`config.mk`:
```
export PLATFORM = sky130hd
export DESIGN_NAME = hsbm_bus_master
export DESIGN_NICKNAME = d
export VERILOG_FILES = /design/src/rtl/hsbm_pkg.sv /design/src/rtl/hsbm_req_check.sv /design/src/rtl/hsbm_cycle_seq.sv /design/src/rtl/hsbm_data_path.sv /design/src/rtl/hsbm_bus_master.sv
export SDC_FILE = /design/constraint.sdc
export NUM_CORES = 1
export LEC_CHECK = 0
export CORE_MARGIN = 2
export CORE_UTILIZATION = 30
export DETAILED_ROUTE_END_ITERATION = 10
export HOLD_SLACK_MARGIN = 0.05
export PLACE_DENSITY = 0.56
export SYNTH_ARGS = -nofsm -noshare
export SYNTH_HDL_FRONTEND = slang
export SYNTH_SLANG_ARGS = --single-unit
```
`constraint.sdc`:
```
create_clock -name clk -period 2.89 [get_ports clk]
set_clock_uncertainty 0.2 [all_clocks]
set_input_delay 0.578 -clock clk [delete_from_list [all_inputs] [get_ports clk]]
set_output_delay 0.578 -clock clk [all_outputs]
set_load 0.05 [all_outputs]
```
`src/rtl/hsbm_pkg.sv`:
```
package hsbm_pkg;

    localparam int unsigned HS_ADDR_W = 24;
    localparam int unsigned HS_DATA_W = 16;

    typedef enum logic [1:0] {
        SZ_BYTE = 2'd0,
        SZ_WORD = 2'd1,
        SZ_LONG = 2'd2,
        SZ_BAD  = 2'd3
    } xfer_size_e;

    typedef enum logic [2:0] {
        ST_IDLE  = 3'd0,
        ST_ADDR  = 3'd1,
        ST_STRB  = 3'd2,
        ST_SAMP  = 3'd3,
        ST_REL   = 3'd4,
        ST_FAULT = 3'd5
    } cyc_state_e;

    // Number of bus beats a well-formed request needs.
    function automatic logic needs_two(input xfer_size_e sz);
        return (sz == SZ_LONG);
    endfunction

    // States in which the block owns a bus cycle.
    function automatic logic in_cycle(input cyc_state_e st);
        return (st == ST_ADDR) || (st == ST_STRB) || (st == ST_SAMP) || (st == ST_REL);
    endfunction

    function automatic logic strobing(input cyc_state_e st);
        return (st == ST_STRB) || (st == ST_SAMP);
    endfunction

endpackage

```
`src/rtl/hsbm_req_check.sv`:
```
module hsbm_req_check
    import hsbm_pkg::*;
#(
    parameter int unsigned NLANE = 2,
    parameter int unsigned OFF_W = 1
) (
    input  xfer_size_e       size,
    input  logic [OFF_W:0]   low,
    output logic             fault,
    output logic             two_beats,
    output logic [NLANE-1:0] lanes
);

    logic [NLANE-1:0] byte_lanes;

    // Lane NLANE-1 carries offset 0 (even byte), lane 0 the highest offset.
    for (genvar i = 0; i < NLANE; i++) begin : g_lane
        assign byte_lanes[i] = (low[OFF_W-1:0] == OFF_W'(NLANE - 1 - i));
    end

    always_comb begin
        fault = 1'b0;
        lanes = {NLANE{1'b1}};
        unique case (size)
            SZ_BYTE: lanes = byte_lanes;
            SZ_WORD: fault = |low[OFF_W-1:0];
            SZ_LONG: fault = |low;
            default: fault = 1'b1;
        endcase
    end

    assign two_beats = needs_two(size);

endmodule

```
`src/rtl/hsbm_cycle_seq.sv`:
```
module hsbm_cycle_seq
    import hsbm_pkg::*;
(
    input  logic       clk,
    input  logic       rst,
    input  logic       start,
    input  logic       fault,
    input  logic       two_beats,
    input  logic       bus_ack,
    output cyc_state_e state_q,
    output logic       beat_q,
    output logic       load,
    output logic       latch,
    output logic       done,
    output logic       err
);

    cyc_state_e state_d;
    logic       beat_d;
    logic       more;

    assign more = two_beats && !beat_q;

    always_comb begin
        state_d = state_q;
        beat_d  = beat_q;
        unique case (state_q)
            ST_IDLE: begin
                beat_d = 1'b0;
                if (start) state_d = fault ? ST_FAULT : ST_ADDR;
            end
            ST_ADDR: state_d = ST_STRB;
            ST_STRB: state_d = ST_SAMP;
            ST_SAMP: if (bus_ack) state_d = ST_REL;
            ST_REL: begin
                if (more) begin
                    state_d = ST_ADDR;
                    beat_d  = 1'b1;
                end else begin
                    state_d = ST_IDLE;
                end
            end
            default: state_d = ST_IDLE;
        endcase
    end

    always_ff @(posedge clk) begin
        if (rst) begin
            state_q <= ST_IDLE;
            beat_q  <= 1'b0;
        end else begin
            state_q <= state_d;
            beat_q  <= beat_d;
        end
    end

    assign load  = (state_q == ST_IDLE) && start;
    assign latch = (state_q == ST_SAMP) && bus_ack;
    assign done  = ((state_q == ST_REL) && !more) || (state_q == ST_FAULT);
    assign err   = (state_q == ST_FAULT);

    AST_DONE_ONE_CLOCK: assert property (@(posedge clk) disable iff (rst)
        done |=> !done);

    AST_SECOND_BEAT_AFTER_RELEASE: assert property (@(posedge clk) disable iff (rst)
        $rose(beat_q) |-> $past(state_q) == ST_REL && state_q == ST_ADDR);

endmodule

```
`src/rtl/hsbm_data_path.sv`:
```
module hsbm_data_path
    import hsbm_pkg::*;
#(
    parameter int unsigned DATA_W = 16,
    parameter int unsigned NLANE  = 2,
    parameter int unsigned OFF_W  = 1
) (
    input  logic                clk,
    input  logic                rst,
    input  xfer_size_e          size,
    input  logic [OFF_W-1:0]    off,
    input  logic                beat,
    input  logic [2*DATA_W-1:0] wdata,
    input  logic                latch,
    input  logic [DATA_W-1:0]   din,
    output logic [DATA_W-1:0]   dout,
    output logic [2*DATA_W-1:0] rdata
);

    localparam int unsigned LW = 2 * DATA_W;

    logic [7:0] byte_sel;

    always_comb begin
        unique case (size)
            SZ_BYTE: dout = {NLANE{wdata[7:0]}};
            SZ_LONG: dout = beat ? wdata[DATA_W-1:0] : wdata[LW-1:DATA_W];
            default: dout = wdata[DATA_W-1:0];
        endcase
    end

    always_comb begin
        byte_sel = 8'h00;
        for (int i = 0; i < NLANE; i++) begin
            if (off == OFF_W'(NLANE - 1 - i)) byte_sel = din[i*8 +: 8];
        end
    end

    always_ff @(posedge clk) begin
        if (rst) begin
            rdata <= '0;
        end else if (latch) begin
            unique case (size)
                SZ_BYTE: rdata <= {{(LW-8){1'b0}}, byte_sel};
                SZ_LONG: begin
                    if (beat) rdata[DATA_W-1:0]  <= din;
                    else      rdata[LW-1:DATA_W] <= din;
                end
                default: rdata <= {{DATA_W{1'b0}}, din};
            endcase
        end
    end

    AST_RDATA_ONLY_ON_ACK: assert property (@(posedge clk) disable iff (rst)
        !latch |=> $stable(rdata));

endmodule

```
`src/rtl/hsbm_bus_master.sv`:
```
module hsbm_bus_master
    import hsbm_pkg::*;
#(
    parameter int unsigned ADDR_W = HS_ADDR_W,
    parameter int unsigned DATA_W = HS_DATA_W
) (
    input  logic                clk,
    input  logic                rst,
    input  logic                req_start,
    input  logic [ADDR_W-1:0]   req_addr,
    input  logic [1:0]          req_size,
    input  logic                req_write,
    input  logic [2*DATA_W-1:0] req_wdata,
    output logic                req_done,
    output logic                req_err,
    output logic [2*DATA_W-1:0] req_rdata,
    output logic [ADDR_W-1:0]   bus_addr,
    output logic                bus_as,
    output logic                bus_rnw,
    output logic [DATA_W/8-1:0] bus_lane,
    output logic [DATA_W-1:0]   bus_dout,
    input  logic [DATA_W-1:0]   bus_din,
    input  logic                bus_ack
);

    localparam int unsigned NLANE = DATA_W / 8;
    localparam int unsigned OFF_W = $clog2(NLANE);
    localparam int unsigned LW    = 2 * DATA_W;

    xfer_size_e       in_size;
    logic             dec_fault;
    logic             dec_two;
    logic [NLANE-1:0] dec_lanes;

    cyc_state_e       state_q;
    logic             beat_q;
    logic             load;
    logic             latch;

    logic [ADDR_W-1:0] r_addr;
    xfer_size_e        r_size;
    logic              r_write;
    logic [LW-1:0]     r_wdata;
    logic [NLANE-1:0]  r_lanes;
    logic              r_two;

    assign in_size = xfer_size_e'(req_size);

    hsbm_req_check #(.NLANE(NLANE), .OFF_W(OFF_W)) u_check (
        .size      (in_size),
        .low       (req_addr[OFF_W:0]),
        .fault     (dec_fault),
        .two_beats (dec_two),
        .lanes     (dec_lanes)
    );

    always_ff @(posedge clk) begin
        if (rst) begin
            r_addr  <= '0;
            r_size  <= SZ_BYTE;
            r_write <= 1'b0;
            r_wdata <= '0;
            r_lanes <= '0;
            r_two   <= 1'b0;
        end else if (load) begin
            r_addr  <= req_addr;
            r_size  <= in_size;
            r_write <= req_write;
            r_wdata <= req_wdata;
            r_lanes <= dec_lanes;
            r_two   <= dec_two;
        end
    end

    hsbm_cycle_seq u_seq (
        .clk       (clk),
        .rst       (rst),
        .start     (req_start),
        .fault     (dec_fault),
        .two_beats (r_two),
        .bus_ack   (bus_ack),
        .state_q   (state_q),
        .beat_q    (beat_q),
        .load      (load),
        .latch     (latch),
        .done      (req_done),
        .err       (req_err)
    );

    hsbm_data_path #(.DATA_W(DATA_W), .NLANE(NLANE), .OFF_W(OFF_W)) u_data (
        .clk   (clk),
        .rst   (rst),
        .size  (r_size),
        .off   (r_addr[OFF_W-1:0]),
        .beat  (beat_q),
        .wdata (r_wdata),
        .latch (latch),
        .din   (bus_din),
        .dout  (bus_dout),
        .rdata (req_rdata)
    );

    assign bus_addr = r_addr + (beat_q ? ADDR_W'(NLANE) : {ADDR_W{1'b0}});
    assign bus_as   = strobing(state_q);
    assign bus_lane = strobing(state_q) ? r_lanes : {NLANE{1'b0}};
    assign bus_rnw  = !(r_write && in_cycle(state_q));

    AST_ADDR_BEFORE_STROBE: assert property (@(posedge clk) disable iff (rst)
        $rose(bus_as) |-> $stable(bus_addr));

    AST_ADDR_HELD_IN_STROBE: assert property (@(posedge clk) disable iff (rst)
        bus_as |=> $stable(bus_addr));

    AST_WAIT_KEEPS_STROBE: assert property (@(posedge clk) disable iff (rst)
        (bus_as && !bus_ack) |=> (bus_as && $stable(bus_lane)));

    for (genvar i = 0; i < NLANE; i++) begin : g_lane_chk
        AST_LANE_PARITY: assert property (@(posedge clk) disable iff (rst)
            (bus_as && $countones(bus_lane) == 1 && bus_lane[i])
                |-> bus_addr[OFF_W-1:0] == OFF_W'(NLANE - 1 - i));
    end

    AST_STROBE_HAS_LANE: assert property (@(posedge clk) disable iff (rst)
        bus_as |-> bus_lane != '0);

    AST_FAULT_NO_BUS: assert property (@(posedge clk) disable iff (rst)
        req_err |-> (!bus_as && !$past(bus_as)));

    AST_ERR_WITH_DONE: assert property (@(posedge clk) disable iff (rst)
        req_err |-> req_done);

    AST_WDATA_HOLD: assert property (@(posedge clk) disable iff (rst)
        (bus_as && !bus_rnw) |=> $stable(bus_dout));

    AST_WDATA_READY_AT_STROBE: assert property (@(posedge clk) disable iff (rst)
        ($rose(bus_as) && !bus_rnw) |-> $stable(bus_dout));

endmodule

```
==> results of run 1 <==
-- cell usage after synthesis (10+ instances only) --
cell type    n
dfxtp_1     98
nand2_1    145
nor2_1      26
xnor2_1     15
clkbuf_1    19
buf_2       11
o22a_1      16
nor2_2      10
a21oi_1     72
a22oi_2     10
nand3_1     16
o21ai_0     10
-- through the flow --
stage | instances | setup TNS, ns
floorplan | 535 | 0
global placement | 848 | 0
detailed placement | 848 | 0
CTS | 863 | 0
global route | 866 | -0.04196
finish | 866 | 0
-- registers in the layout, summed over array words and instances (netlist names) --
register and flops:
r_addr 24, r_lanes 2, r_size 2, r_two 1, r_wdata 32, r_write 1
u_data.rdata 32, u_seq.beat_q 1, u_seq.state_q 3
-- kinds of logic (layout without fill, tap and decap cells) --
kind of cell    after synthesis  after routing
compound gates              130            130
xor+xnor                     21             21
fa+ha+maj                     2              2
buf+inv                      42            189
flops                        98             98
mux                           8              8
simple gates                234            234
-- report_power, final --
group / leakage [nW] / total, mW / internal (mW) / switching [mW]
Combinational: 1.57 / 1.11 / 0.457 / 0.657
Clock: 0.147 / 1.24 / 0.753 / 0.490
Sequential: 0.802 / 1.55 / 1.45 / 0.102
Total: 2.52 / 3.91 / 2.66 / 1.25
-- tightest hold or removal path, cell delays in order, from the launching register on --
cell	delay, ns
dfxtp_1	0.30
nand2_1	0.05
a21oi_1	0.05
-- timing repair --
| action | 4_1_cts | 5_1_grt |
|---|---|---|
| pin swaps | 6 | 7 |
| gates resized for setup | 10 | 10 |
| buffers inserted | 0 | 3 |
| setup endpoints to repair | 4 | 9 |
| gates cloned | 0 | 0 |
-- final cells by class --
| type | instances | area [sq um] | area share |
|---|---|---|---|
| timing repair buffer | 171 | 1871 | 0.2743 |
| multi-input combinational | 395 | 2436 | 0.3572 |
| tap | 184 | 230.2 | 0.03376 |
| inverter | 3 | 11.26 | 0.001651 |
| sequential | 98 | 1971 | 0.2889 |
| clock buffer | 12 | 236.5 | 0.03467 |
| clock inverter | 3 | 65.06 | 0.009540 |
-- worst min-delay path by stage --
| stage | to | slack, ns | cells past startpoint |
|---|---|---|---|
| 5_1_grt | u_data.rdata[11]$_SDFFE_PP0P_ | 0.28 | 2 |
| 3_5_place_dp | r_wdata[23]$_SDFFE_PP0P_ | 0.25 | 2 |
| 6_report | r_wdata[23]$_SDFFE_PP0P_ | 0.25 | 2 |
| 2_1_floorplan | r_wdata[16]$_SDFFE_PP0P_ | 0.23 | 2 |
| 4_1_cts | r_wdata[23]$_SDFFE_PP0P_ | 0.25 | 2 |
| 3_3_place_gp | r_wdata[17]$_SDFFE_PP0P_ | 0.24 | 2 |
-- layer usage --
layer / routed length, um / global-route usage / vias up
li1: - / - / 2118
met1: 5953 / 0.2092 / 1958
met2: 6529 / 0.2756 / 124
met3: 784 / 0.03290 / 14
met4: 206 / 0.05818 / 0
met5: 0 / 0 / -
==> results.toml, run 1 <==
[status]
status = "finished, final reports clean"

[sta]
whs_ns = 0.2516
rsz0062_at_grt = "yes"
tightest_slew_ns = 0.5895
setup_ws_ns = 0.08446
fmax_mhz = 356.4
hold_violations = 0
finalCritPeriodShare = 0.9708
slew_viol_final = 0
fin_crit_ns = 2.806
finalSetupViolCount = 0
slew_headroom = 0.6061

[global_routing]
grt_start_max_net_pins = 46
track_usage = 0.1640
grt_pass1_wl_um = 21130
overflow = 0
grt_pass1_vias = 4128
antenna_found_initial = 0

[power_and_ir_drop]
pwr_density_cell_nw_per_um2 = 572.8
peakVddDrop_mv = 0.2814
power_mw = 3.907
p_leak_nw = 2.522

[logic_synthesis]
seq_area_frac_synth = 0.4358
synth_edf_count = 0
yosys.area.top_type = "dfxtp_1"
synth_xor_area_frac = 0.04086
synthAdderAreaFrac = 0.005559
yosysWarnings = 0
synth_top_area_frac = 0.4358
synth_seq_cells = 98
synth_area_sq_um = 4502
syn_inst = 535
async_reset_ff_frac = 0
synth_cell_types = 48
syn-mean-instance-area_sq_um = 8.415
synth-simple-area-share = 0.2496
synth_flop_cell = "dfxtp_1"
synthMuxAreaShare = 0.02001
synth_top_family_by_area = "simple AND/OR/NAND/NOR gates"
synth_compound_area_frac = 0.2001
syn_nets = 616
yosys-top-cells-area = "dfxtp_1 (44%), nand2_1 (12%), a21oi_1 (8.0%)"

[setup_path]
cpLargestDelayFamily = "simple AND/OR/NAND/NOR gates"
cp-start-kind = "register"
required_ns = 2.11
startpoint = "r_addr[14]$_SDFFE_PP0P_"
worstSetupPathType = "reg2out"
slowest_delay_ns = 0.42
crit_path_end_kind = "output port"
cp_max_fo = 4
slowest_stage = "dfxtp_1"
crit_cells = 6
reg2regPathDepth = 5
r2r-end = "u_data.rdata[11]$_SDFFE_PP0P_"
rrSetupSlack_ns = 0.90
crit_arrival_ns = 2.03
crit_end = "bus_addr[20]"
critical_path_buf_inv_count = 2
rr_startpoint = "u_seq.beat_q$_SDFFE_PP0P_"
cp_cell_sequence = "nand4_1 > buf_4 > nor4_4 > nand2_1 > xnor2_1 > buf_12"

[clocking]
h-tree-depth = 3
clkTransAtPathRegs_ns = 0.06
cts_root_buf = "clkbuf_16"
cts_sinks = 98
cts_buffer_depth = 2
worstSkewPairLatency_ns = 0.34
hold_buffers = 0
cts_tree = "built"
cts_buffers = 9

[floorplan]
rows = 44
die_w_um = 126.5
dieArea_sq_um = 16000
io_pins = 157
start_util = 0.3086
die_y_um = 126.5
coreArea_sq_um = 14590

[final_layout]
finalNetCount = 759
drive_gt1_frac = 0.2023
final_common_cell = "nand2_1"
most-common-layout-cells = "nand2_1 (143), clkdlybuf4s50_1 (112), dfxtp_1 (91), a21oi_1 (72), buf_4 (33)"
antenna_cells = 0
syn_to_final_growth_pct = 51.50
finish.instance_area_sq_um = 6820
fillCellCount = 1428
final_core_util = 0.4675

[min_path]
worst_hold_path_type = "reg2reg"
min_from = "r_wdata[23]$_SDFFE_PP0P_"

[drt]
dr.pass1.iters = 5
ant_nets = 0
postRouteWirelength_um = 13470
drt_iter0_markers = 223
vias = 4214
via_per_inst = 4.866
post-route-drc-count = 0
wl_per_cell_um = 15.56

[place]
gp_congestion = 0.8289
io_buffer_count = 156
placed_cell_area_sq_um = 6422
place_hpwl_um = 9975
dpl_worst_slack_ns = 0.2627

[job]
drv_cap = 0
Power figures use the tool's default switching activity.
==> inputs of run 2 (changes only) <==
--- a/config.mk
+++ b/config.mk
@@ -8,6 +8,7 @@
 export CORE_MARGIN = 2
 export CORE_UTILIZATION = 30
 export DETAILED_ROUTE_END_ITERATION = 10
+export GPL_TIMING_DRIVEN = 1
 export HOLD_SLACK_MARGIN = 0.05
 export PLACE_DENSITY = 0.56
 export SYNTH_ARGS = -nofsm -noshare
==> results of run 2 <==
Same layout as run 1: the final DEF is identical, and so are final timing and power.
